$ cat config.mk
export PLATFORM = sky130hd
export DESIGN_NAME = intr_recog
export DESIGN_NICKNAME = d
export VERILOG_FILES = /design/src/rtl/intr_recog_pkg.sv /design/src/rtl/nmi_edge_latch.sv /design/src/rtl/boundary_arbiter.sv /design/src/rtl/intr_recog.sv
export SDC_FILE = /design/constraint.sdc
export NUM_CORES = 1
export LEC_CHECK = 0
export ABC_AREA = 1
export BUFFER_PORTS_ARGS = -buffer_cell sky130_fd_sc_hd__buf_2
export CAP_MARGIN = 25
export CORE_MARGIN = 5
export CORE_UTILIZATION = 25
export CTS_BUF_LIST = sky130_fd_sc_hd__clkbuf_16
export DETAILED_ROUTE_END_ITERATION = 12
export GPL_TIMING_DRIVEN = 0
export PLACE_DENSITY_LB_ADDON = 0.05
export SLEW_MARGIN = 25
export SYNTH_ARGS = -nofsm -noshare
export SYNTH_HDL_FRONTEND = slang
export SYNTH_SLANG_ARGS = --single-unit
$ cat constraint.sdc
create_clock -name clk -period 1.4 [get_ports clk]
set_input_delay 0.21 -clock clk [delete_from_list [all_inputs] [get_ports clk]]
set_output_delay 0.21 -clock clk [all_outputs]
set_load 0.005 [all_outputs]
$ cat src/rtl/intr_recog_pkg.sv
package intr_recog_pkg;

    // Which source a boundary grants
    typedef enum logic [1:0] {
        SEL_NONE = 2'd0,
        SEL_NMI  = 2'd1,
        SEL_MASK = 2'd2
    } svc_sel_e;

    // State of the non-maskable edge catcher
    typedef struct packed {
        logic primed;    // source sampled at least once since reset
        logic src_seen;  // source level at the previous edge
        logic pending;   // latched request awaiting service
    } edge_state_t;

endpackage

$ cat src/rtl/nmi_edge_latch.sv
module nmi_edge_latch
    import intr_recog_pkg::*;
#(
    parameter int unsigned AUX_W = 1
) (
    input  logic             clk,
    input  logic             rst_n,
    input  logic             parity_err,
    input  logic             nmi_en,
    input  logic [AUX_W-1:0] aux_src,
    input  logic             take,
    output logic             pending
);

    edge_state_t st_d;
    edge_state_t st_q;
    logic        src_lvl;
    logic        rise;

    always_comb begin
        src_lvl     = (parity_err & nmi_en) | (|aux_src);
        rise        = st_q.primed & src_lvl & ~st_q.src_seen;
        st_d        = st_q;
        st_d.primed = 1'b1;
        st_d.src_seen = src_lvl;
        // a new edge wins over a clear in the same cycle
        st_d.pending  = rise | (st_q.pending & ~take);
    end

    always_ff @(posedge clk or negedge rst_n) begin
        if (!rst_n) begin
            st_q <= '0;
        end else begin
            st_q <= st_d;
        end
    end

    assign pending = st_q.pending;

endmodule

$ cat src/rtl/boundary_arbiter.sv
module boundary_arbiter
    import intr_recog_pkg::*;
#(
    parameter int unsigned TYPE_W   = 8,
    parameter int unsigned NMI_TYPE = 2
) (
    input  logic              clk,
    input  logic              rst_n,
    input  logic              instr_end,
    input  logic              nmi_pending,
    input  logic              mask_req,
    input  logic              int_en,
    input  logic [TYPE_W-1:0] ext_type,
    output logic              take_nmi,
    output logic              ack_start,
    output logic [TYPE_W-1:0] ack_type
);

    localparam logic [TYPE_W-1:0] NmiVec = TYPE_W'(NMI_TYPE);

    typedef struct packed {
        logic              ack;
        logic [TYPE_W-1:0] vtype;
    } arb_state_t;

    arb_state_t st_d;
    arb_state_t st_q;
    svc_sel_e   sel;

    always_comb begin
        sel = SEL_NONE;
        if (instr_end) begin
            if (nmi_pending) begin
                sel = SEL_NMI;
            end else if (mask_req && int_en) begin
                sel = SEL_MASK;
            end
        end

        st_d     = st_q;
        st_d.ack = (sel != SEL_NONE);
        case (sel)
            SEL_NMI:  st_d.vtype = NmiVec;
            SEL_MASK: st_d.vtype = ext_type;
            default:  st_d.vtype = st_q.vtype;
        endcase
        take_nmi = (sel == SEL_NMI);
    end

    always_ff @(posedge clk or negedge rst_n) begin
        if (!rst_n) begin
            st_q <= '0;
        end else begin
            st_q <= st_d;
        end
    end

    assign ack_start = st_q.ack;
    assign ack_type  = st_q.vtype;

endmodule

$ cat src/rtl/intr_recog.sv
module intr_recog #(
    parameter int unsigned TYPE_W   = 8,
    parameter int unsigned AUX_W    = 1,
    parameter int unsigned NMI_TYPE = 2
) (
    input  logic              clk,
    input  logic              rst_n,
    input  logic              maskable_req,
    input  logic              int_enable,
    input  logic              parity_err,
    input  logic              nmi_en,
    input  logic [AUX_W-1:0]  aux_nmi,
    input  logic              instr_end,
    input  logic [TYPE_W-1:0] ext_type,
    output logic              ack_start,
    output logic [TYPE_W-1:0] ack_type,
    output logic              nmi_pending
);

    logic take_nmi;

    nmi_edge_latch #(
        .AUX_W (AUX_W)
    ) u_edge (
        .clk        (clk),
        .rst_n      (rst_n),
        .parity_err (parity_err),
        .nmi_en     (nmi_en),
        .aux_src    (aux_nmi),
        .take       (take_nmi),
        .pending    (nmi_pending)
    );

    boundary_arbiter #(
        .TYPE_W   (TYPE_W),
        .NMI_TYPE (NMI_TYPE)
    ) u_arb (
        .clk         (clk),
        .rst_n       (rst_n),
        .instr_end   (instr_end),
        .nmi_pending (nmi_pending),
        .mask_req    (maskable_req),
        .int_en      (int_enable),
        .ext_type    (ext_type),
        .take_nmi    (take_nmi),
        .ack_start   (ack_start),
        .ack_type    (ack_type)
    );

endmodule

---- Word level (Yosys, flattened, before mapping) ----
Index checks and enable logic that the tools add are counted.
cells by class
  eq/ne operators ......................... 2
  multipliers ............................. 0
  magnitude comparators ................... 0
  reduce and logical (&&, ||, !) cells .... 3
  divide/modulo/power cells ............... 0
  bitwise operators ....................... 8
  $add $sub $neg .......................... 0
  shift operators ......................... 0
  muxes and demuxes ....................... 4
operator list
  kind                                                              count
  8-bit case mux with 2 select lines                                1
  2-bit 2-to-1 mux                                                  3
  1-bit AND                                                         4
  2-bit nonzero test                                                2
  2-bit by 1-bit == test with 1-bit output (second input constant)  1
  2-bit == test (second input constant)                             1
  1-bit NOT                                                         2
  1-bit bitwise OR                                                  2
  1-bit logical AND                                                 1
storage, ports and cells
  word-level logic and storage cells ...... 22
  bits in latches ......................... 0
  output and inout bits ................... 10
  input bits .............................. 16
  RAM bits ................................ 0
  bits in registers ....................... 12
  memory bits (read-only) ................. 0
  memories kept ........................... 0

---- Depth between registers and ports, before layout ----
Gate-level depths: netlist of run 1.
  depth in word-level cells ............... 8
  gate-level depth with buffers ........... 9
  gate-level depth less buffers ........... 8

---- By module ----
A second synthesis of run 1 with hierarchy kept.
unflattened totals
  cell total of the unflattened synthesis .. 57
  area total of the unflattened synthesis .. 514.2 µm²
by module, submodules not included
  module            sequential area each (µm²)  instances  cells each  area each (µm²)
  boundary_arbiter  225.2                       1          44          396.6
  nmi_edge_latch    75.1                        1          13          117.6

---- Worst setup path before layout of run 1 ----
No wires, ideal clock.
  path kind ............................... reg2reg
  start point ............................. register u_edge.st_q, in the netlist u_edge.pending
  end point ............................... register u_arb.st_q, in the netlist u_arb.ack_type[1]
  required time ........................... 1.281 ns
  buffers on the path ..................... 1
  arrival time ............................ 1.095 ns
  stages on the path, launching flop included .. 8
  library setup time ...................... 0.119 ns
  slack ................................... 0.186 ns
  path through ............................ dfrtp_1 -> nor2_1 -> nand2_1 -> ha_1 -> buf_6 -> inv_6 -> nand2_1 -> nand2_1
between the ends
  cells in the longest elaborated chain, start to end .. 4
RTL lines
  what                                                                              line                    text
  start: declaration                                                                nmi_edge_latch.sv:16    edge_state_t st_q;
  start signal: assignment                                                          nmi_edge_latch.sv:34    st_q <= st_d;
  2-bit 2-to-1 mux (*)                                                              boundary_arbiter.sv:33  if (nmi_pending) begin
  2-bit 2-to-1 mux (*)                                                              boundary_arbiter.sv:32  if (instr_end) begin
  2-bit == test / 2-bit by 1-bit == test with 1-bit output (equally long branches)  boundary_arbiter.sv:42  case (sel)
  8-bit case mux with 2 select lines / 2-bit nonzero test (equally long branches)   -
  end signal: assignment                                                            boundary_arbiter.sv:54  st_q <= st_d;
  end: declaration                                                                  boundary_arbiter.sv:27  arb_state_t st_q;
Every way passes the cells marked *; elsewhere a longest branch is shown, timed or not.
A chain may end at the register's enable or synchronous reset.

---- Worst setup path in the final report of run 1 ----
  start point ............................. register u_edge.st_q, in the netlist u_edge.pending
  end point ............................... register u_arb.st_q, in the netlist u_arb.ack_type[3]
The elaborated chain is that of the path after synthesis.

==> results of run 1 <==
-- cell usage in the layout (no fill, tap or decap) --
cell,n
o21ai_2,1
ha_4,1
dlygate4sd3_1,1
inv_6,1
buf_6,2
buf_2,26
ha_1,1
clkbuf_16,3
inv_1,5
nand3_1,7
nor2_1,2
clkinv_1,1
inv_2,1
conb_1,1
nand2_1,24
dfrtp_1,12
-- cell type report --
cell class,instances,share of cell area (%)
clock inverter,1,0.475
timing repair buffer,27,17.7
clock buffer,3,9.51
inverter,7,3.96
sequential,12,38.0
multi-input combinational,37,23.1
buffer,2,2.85
tap,27,4.28
-- stage by stage --
stage | std cells | hold slack, ns | util [%] | area [um^2] | setup slack [ns]
final | 116 | 0.190 | 39.8 | 790 | 0.129
after global routing | 116 | 0.210 | 39.8 | 790 | 0.00314
after CTS | 115 | 0.187 | 39.0 | 772 | 0.103
after detailed placement | 110 | 0.105 | 34.5 | 683 | 0.114
after global placement | 110 | 0.110 | 34.5 | 683 | 0.112
after floorplan | 58 | -0.0856 | - | 524 | 0.186
-- worst max-delay path, cell delays in order (launching register included) --
cell and delay (ns):
dfrtp_1 0.39, nor2_1 0.10, nand2_1 0.10, ha_4 0.29, buf_6 0.12, inv_6 0.05, nand2_1 0.05, nand2_1 0.05
-- path summary, 6_finish.rpt --
check,startpoint,end,slack (ns),depth (start not counted)
max reg2reg,u_edge.pending,u_arb.ack_type[3],0.13,7
min in group asynchronous,rst_n,u_edge.pending,0.38,2
max,u_edge.pending,u_arb.ack_type[3],0.13,7
min reg2reg,u_arb.ack_type[7],u_arb.ack_type[7],0.47,2
max in group asynchronous,rst_n,u_arb.ack_type[0],0.81,2
min,ext_type[1],u_arb.ack_type[1],0.19,3
-- kinds of logic (layout without fill, tap and decap cells) --
| logic type | after synthesis | after routing |
|---|---|---|
| DFF | 12 | 12 |
| buffers and inverters | 9 | 40 |
| adders and majority gates | 2 | 2 |
| other | 1 | 1 |
| and+or+nand+nor | 33 | 33 |
| AOI/OAI and AO/OA | 1 | 1 |
-- repair_timing --
action                                  CTS  global route
gates resized for setup                   0             1
endpoints found under the setup margin    0             1
hold buffers                              1             0
hold endpoints to repair                 12             0
-- power by group --
| part | switching, uW | leakage (uW) | total (uW) | internal [uW] |
|---|---|---|---|---|
| clock network | 139 | 0.0000385 | 514 | 375 |
| logic | 67.6 | 0.000277 | 132 | 64.1 |
| registers | 12.7 | 0.000157 | 390 | 377 |
-- metal layers --
layer	vias to the layer above	track usage (%)
met5	-	0
met4	0	2.08
met3	0	5.10
met2	15	12.5
met1	196	9.69
li1	239	-
-- sequential cells by signal, summed over array words and instances, names as in the netlist --
name             cells
u_edge.pending       1
u_arb.ack_start      1
u_arb.ack_type       8
u_edge.st_q          2
==> results.md, run 1 <==
* Outcome: complete, no violations
* Worst Setup Path Type: reg -> reg
* Initial core utilization at 26.5%
* Core ar. at 0.00198 mm^2
* Via density at 3.88
* Total die area at 0.00311 mm^2
* Drt pass-1 iters at 3
* N_diodes at 0
* Max Used Layer: met3
* Via count at 450
* Critical path arrival at 1.40 ns
* Max-slew violation count at 0
* CTS tree: yes
* Yosys reg bits at 12
* Number of clock buffers inserted by TritonCTS at 3
* Max Freq at 787 MHz
* Post-synth top cells: 24 x nand2_1, 12 x dfrtp_1, 7 x nand3_1
* Post-DP HPWL at 835 um
* Overflow after GRT at 0
* Routed Antenna Nets at 0
* PD cells at 1310 mW/mm^2
* Ratio of cells with drive above 1 in the final layout at 39.3%
* Power, Total at 1040 uW
* Post-Synth Simple-Gate Area at 25.3%
* WL met1 at 514 um
* Synth Area in Compound Gates at 1.67%
* Largest net degree at the start of global routing at 13
* Synth top area share at 57.3%
* Clk buf depth at 2
* Post-synth EDFFs at 0
* Final nets at 108
* RePlAce Congestion at 0.592
* DIE WIDTH at 55.8 um
* First-pass GRT wire length at 2.00 mm
* Setup Viol. Count Final at 0
* Layout area overhead at 50.6%
* CP Max Fanout at 8
* Routed WL at 1.13 mm
* CP required at 1.52 ns
* CTS Root Cell: clkbuf_16
* Leak at 0.000473 uW
* WL met3 at 100 um
* Share of flip-flops with an asynchronous set or reset at 100%
* Setup crit end kind: register
* Synth cell types at 11
* Worst min-delay path class: in -> reg
* Final min period at 1.27 ns
* Syn Nets at 76
* Clock-pin slew on the worst setup and hold paths at 0.04 ns
* Gate Count Post-Synth at 58
* FP Rows at 16
* I/O Buffers at 25
* Synthesized cell area at 524 um^2
* Die height at 55.8 um
* DRT iter0 DRCs at 7
* Xor and xnor area share after synthesis at 0%
* Clock Skew at 0.00389 ns
* Hold Vio Cnt, Final at 0
* Post-synthesis mux area share at 0%
* Synth Flop Type: dfrtp_1
* Detailed-route DRC error count at 0
* Leading cell type by number of instances after synthesis: nand2_1
* Filler Cells Inserted at 225
* Adder-cell share of the synthesized area at 4.77%
* Footprint of the multi-input gates at 183 um^2
* Syn Area/Cell at 9.04 um^2
* Routed len/inst at 9.74 um
* TNS Setup at 0 ns
* CTS sink count at 12
* Ys Warns at 0
* Initial antenna violation count at 0
* Tcrit/Tclk final at 90.8%
* Startpoint types: register
* Synth area leaders: dfrtp_1 57%, nand2_1 17%, nand3_1 6.7%
* Vias in the first global route at 466
* Max IR drop VDD at 0.00129 V
* Clock latency on the worst-skew pair at 0.24 ns
* WL met2 at 516 um
* Total track usage at 8.23%
* Sequential Area at 300 um^2
* Cell taking the most area after synthesis: dfrtp_1
* H-tree depth at 1
* RSZ-0062 raised after global routing: false
* Io pins at 26
* Post-CTS Repair Setup Buffers at 0
* Number of max-cap violations at 0
* Seq/Total Area, Yosys at 57.3%
* Main combinational cell family by area after synthesis: simple AND/OR/NAND/NOR gates
No activity file was read; power rests on OpenSTA's default activity.
==> run 2, diff against run 1 <==
- PLACE_DENSITY: not set -> 0.46
- PLACE_DENSITY_LB_ADDON: 0.05 -> not set
==> run 2 against run 1 <==
Effect of this change:
- critical path depth is the same
- sequential share of layout area shrank 0.24 points
- clock-buffer cell count is the same
- core utilization grew 0.25 points
- register-to-register slack is essentially flat
- first-iteration DRC count shrank 29%
- critical path type unchanged
- critical endpoint is now u_arb.ack_type[7]
==> results.md, run 2 (synthesis results as in run 1) <==
* Outcome: complete, no violations
* CP max stage cell: dfrtp_1
* Max Freq at 790 MHz (+0.41%)
* Most frequent CP cell: nand2_1
* Largest net degree at the start of global routing at 13 (unchanged)
* Ratio of cells with drive above 1 in the final layout at 41.6% (+2.2 points)
* Critical path's top delay family: flip-flops
* Met2 GRT Util at 11.1% (-1.4 points)
* Final nets at 108 (unchanged)
* Clock latency on the worst-skew pair at 0.23 ns (about the same)
* RSZ-0062 raised after global routing: false
* Worst R2R Start: u_edge.pending
* Critical path arrival at 1.39 ns (about the same)
* Initial antenna violation count at 0 (unchanged)
* RePlAce Congestion at 0.717 (+21%)
* Hold Vio Cnt, Final at 0 (unchanged)
* Reg-to-reg endpoint: u_arb.ack_type[7]
* Commonest cells after routing, fill and taps aside: 26 x buf_2, 23 x nand2_1, 12 x dfrtp_1
* TNS Setup at 0 ns (unchanged)
* Worst Hold Depth at 3 (unchanged)
* DIE WIDTH at 55.8 um (unchanged)
* PD cells at 1310 mW/mm^2 (-0.30%)
* Routed len/inst at 10.4 um (+6.8%)
* Via density at 3.74 (-3.6%)
* Layout area overhead at 51.6%
* Die height at 55.8 um (unchanged)
* Largest register FFs at 8 (unchanged)
* H-tree depth at 1 (unchanged)
* Total die area at 0.00311 mm^2 (unchanged)
* Crit path cell chain: nor2_2 -> nand2_2 -> ha_4 -> buf_6 -> inv_6 -> nand2_1 -> nand2_1
* Clock-pin slew on the worst setup and hold paths at 0.04 ns (about the same)
* CP Buf/Inv Count at 2 (unchanged)
* Clock Skew at 0.000771 ns (-0.00312 ns)
* Hold Path End: u_edge.st_q[1]
* Routed WL at 1.21 mm (+6.8%)
* FP Rows at 16 (unchanged)
* CTS Root Cell: clkbuf_16
* Drt pass-1 iters at 4 (+1)
* Dpl cells at 110 (unchanged)
* Via count at 434 (-3.6%)
* Busiest grt layer: met2
* Max IR drop VDD at 0.000650 V (-50%)
* Max-slew violation count at 0 (unchanged)
* Commonest non-fill, non-tap cell in the layout: buf_2
* Vias in the first global route at 432 (-7.3%)
* Worst hold path startpoint: aux_nmi
* Clk buf depth at 2 (unchanged)
* CTS sink count at 12 (unchanged)
* Setup crit end kind: register
* Overflow after GRT at 0 (unchanged)
* Io pins at 26 (unchanged)
* Setup Viol. Count Final at 0 (unchanged)
* Worst path max stage delay at 0.40 ns (about the same)
* CP Max Fanout at 8 (unchanged)
* Post-DP HPWL at 867 um (+3.8%)
* I/O Buffers at 25 (unchanged)
* Initial core utilization at 26.5% (unchanged)
* Detailed-route DRC error count at 0 (unchanged)
* Final min period at 1.27 ns (-0.00517 ns)
* Number of clock buffers inserted by TritonCTS at 3 (unchanged)
* M3 GR Usage at 4.87% (-0.23 points)
* Cells on worst reg2reg path at 7 (unchanged)
* First-pass GRT wire length at 1.94 mm (-3.1%)
* CTS tree: yes
* Tcrit/Tclk final at 90.4% (-0.37 points)
* Routed Antenna Nets at 0 (unchanged)
* Non-Filler Instances at 116 (unchanged)
* Number of max-cap violations at 0 (unchanged)
* Total track usage at 7.90% (-0.32 points)
* Worst R2R Setup Slack at 0.13 ns (about the same)
* Met1 Use GR at 10.0% (+0.34 points)
* N_diodes at 0 (unchanged)
* Core ar. at 0.00198 mm^2 (unchanged)
* Worst Setup Path Type: reg -> reg
* CP required at 1.52 ns (about the same)
* Startpoint types: register
* Worst min-delay path class: in -> reg
* Leak at 0.000473 uW (about the same)
* DRT iter0 DRCs at 5 (-2)
[run 2: timing repair]
action                     in CTS  in global routing
hold buffers                    1                  0
setup endpoints to repair       0                  7
hold endpoints to repair       12                  0
buffers inserted                0                  0
gates resized for setup         0                  3
[run 2: how the worst max path moves through the flow]
stage | cells after the start | slack (ns) | startpoint | to
after floorplan | 7 | 0.19 | u_edge.pending | u_arb.ack_type[1]
after global placement | 7 | 0.12 | u_edge.pending | u_arb.ack_type[3]
after detailed placement | 7 | 0.11 | u_edge.pending | u_arb.ack_type[7]
after CTS | 7 | 0.1 | u_edge.pending | u_arb.ack_type[7]
after global routing | 7 | 0.02 | u_edge.pending | u_arb.ack_type[7]
final | 7 | 0.13 | u_edge.pending | u_arb.ack_type[7]
[run 2: through the flow]
| stage | total power [uW] | hold WS [ns] | utilization [%] | worst slack [ns] | area [um^2] |
|---|---|---|---|---|---|
| after global routing | 1100 | 0.199 | 40.1 | 0.0204 | 795 |
| final | 1040 | 0.178 | 40.1 | 0.134 | 795 |
| after CTS | 1050 | 0.180 | 39.0 | 0.0982 | 772 |
| after floorplan | 455 | -0.0856 | - | 0.186 | 524 |
| after detailed placement | 521 | 0.103 | 34.5 | 0.105 | 683 |
| after global placement | 519 | 0.111 | 34.5 | 0.117 | 683 |
[run 2: power by group]
group / switching (uW) / internal, uW
registers: 13.8 / 377
logic: 69.5 / 65.3
clock network: 139 / 375
[run 2: area by class of cell]
| cell class | instances | area [um^2] |
|---|---|---|
| Sequential cell | 12 | 300 |
| Inverter | 7 | 31.3 |
| Clock inverter | 1 | 3.75 |
| Multi-Input combinational cell | 37 | 188 |
| Fill cell | 200 | 1190 |
| Timing Repair Buffer | 27 | 140 |
| Buffer | 2 | 22.5 |
| Tap cell | 27 | 33.8 |
| Clock buffer | 3 | 75.1 |
[run 2: worst reg2reg max path, cell delays in order, from the launching register on]
cell     delay (ns)
dfrtp_1        0.40
nor2_2         0.12
nand2_2        0.08
ha_4           0.28
buf_6          0.12
inv_6          0.05
nand2_1        0.05
nand2_1        0.05
[run 2: per-layer routing]
metal	part of all wire, %	vias up
met3	12	0
met2	39	21
met4	0	0
met1	49	179
met5	0	-
li1	-	234
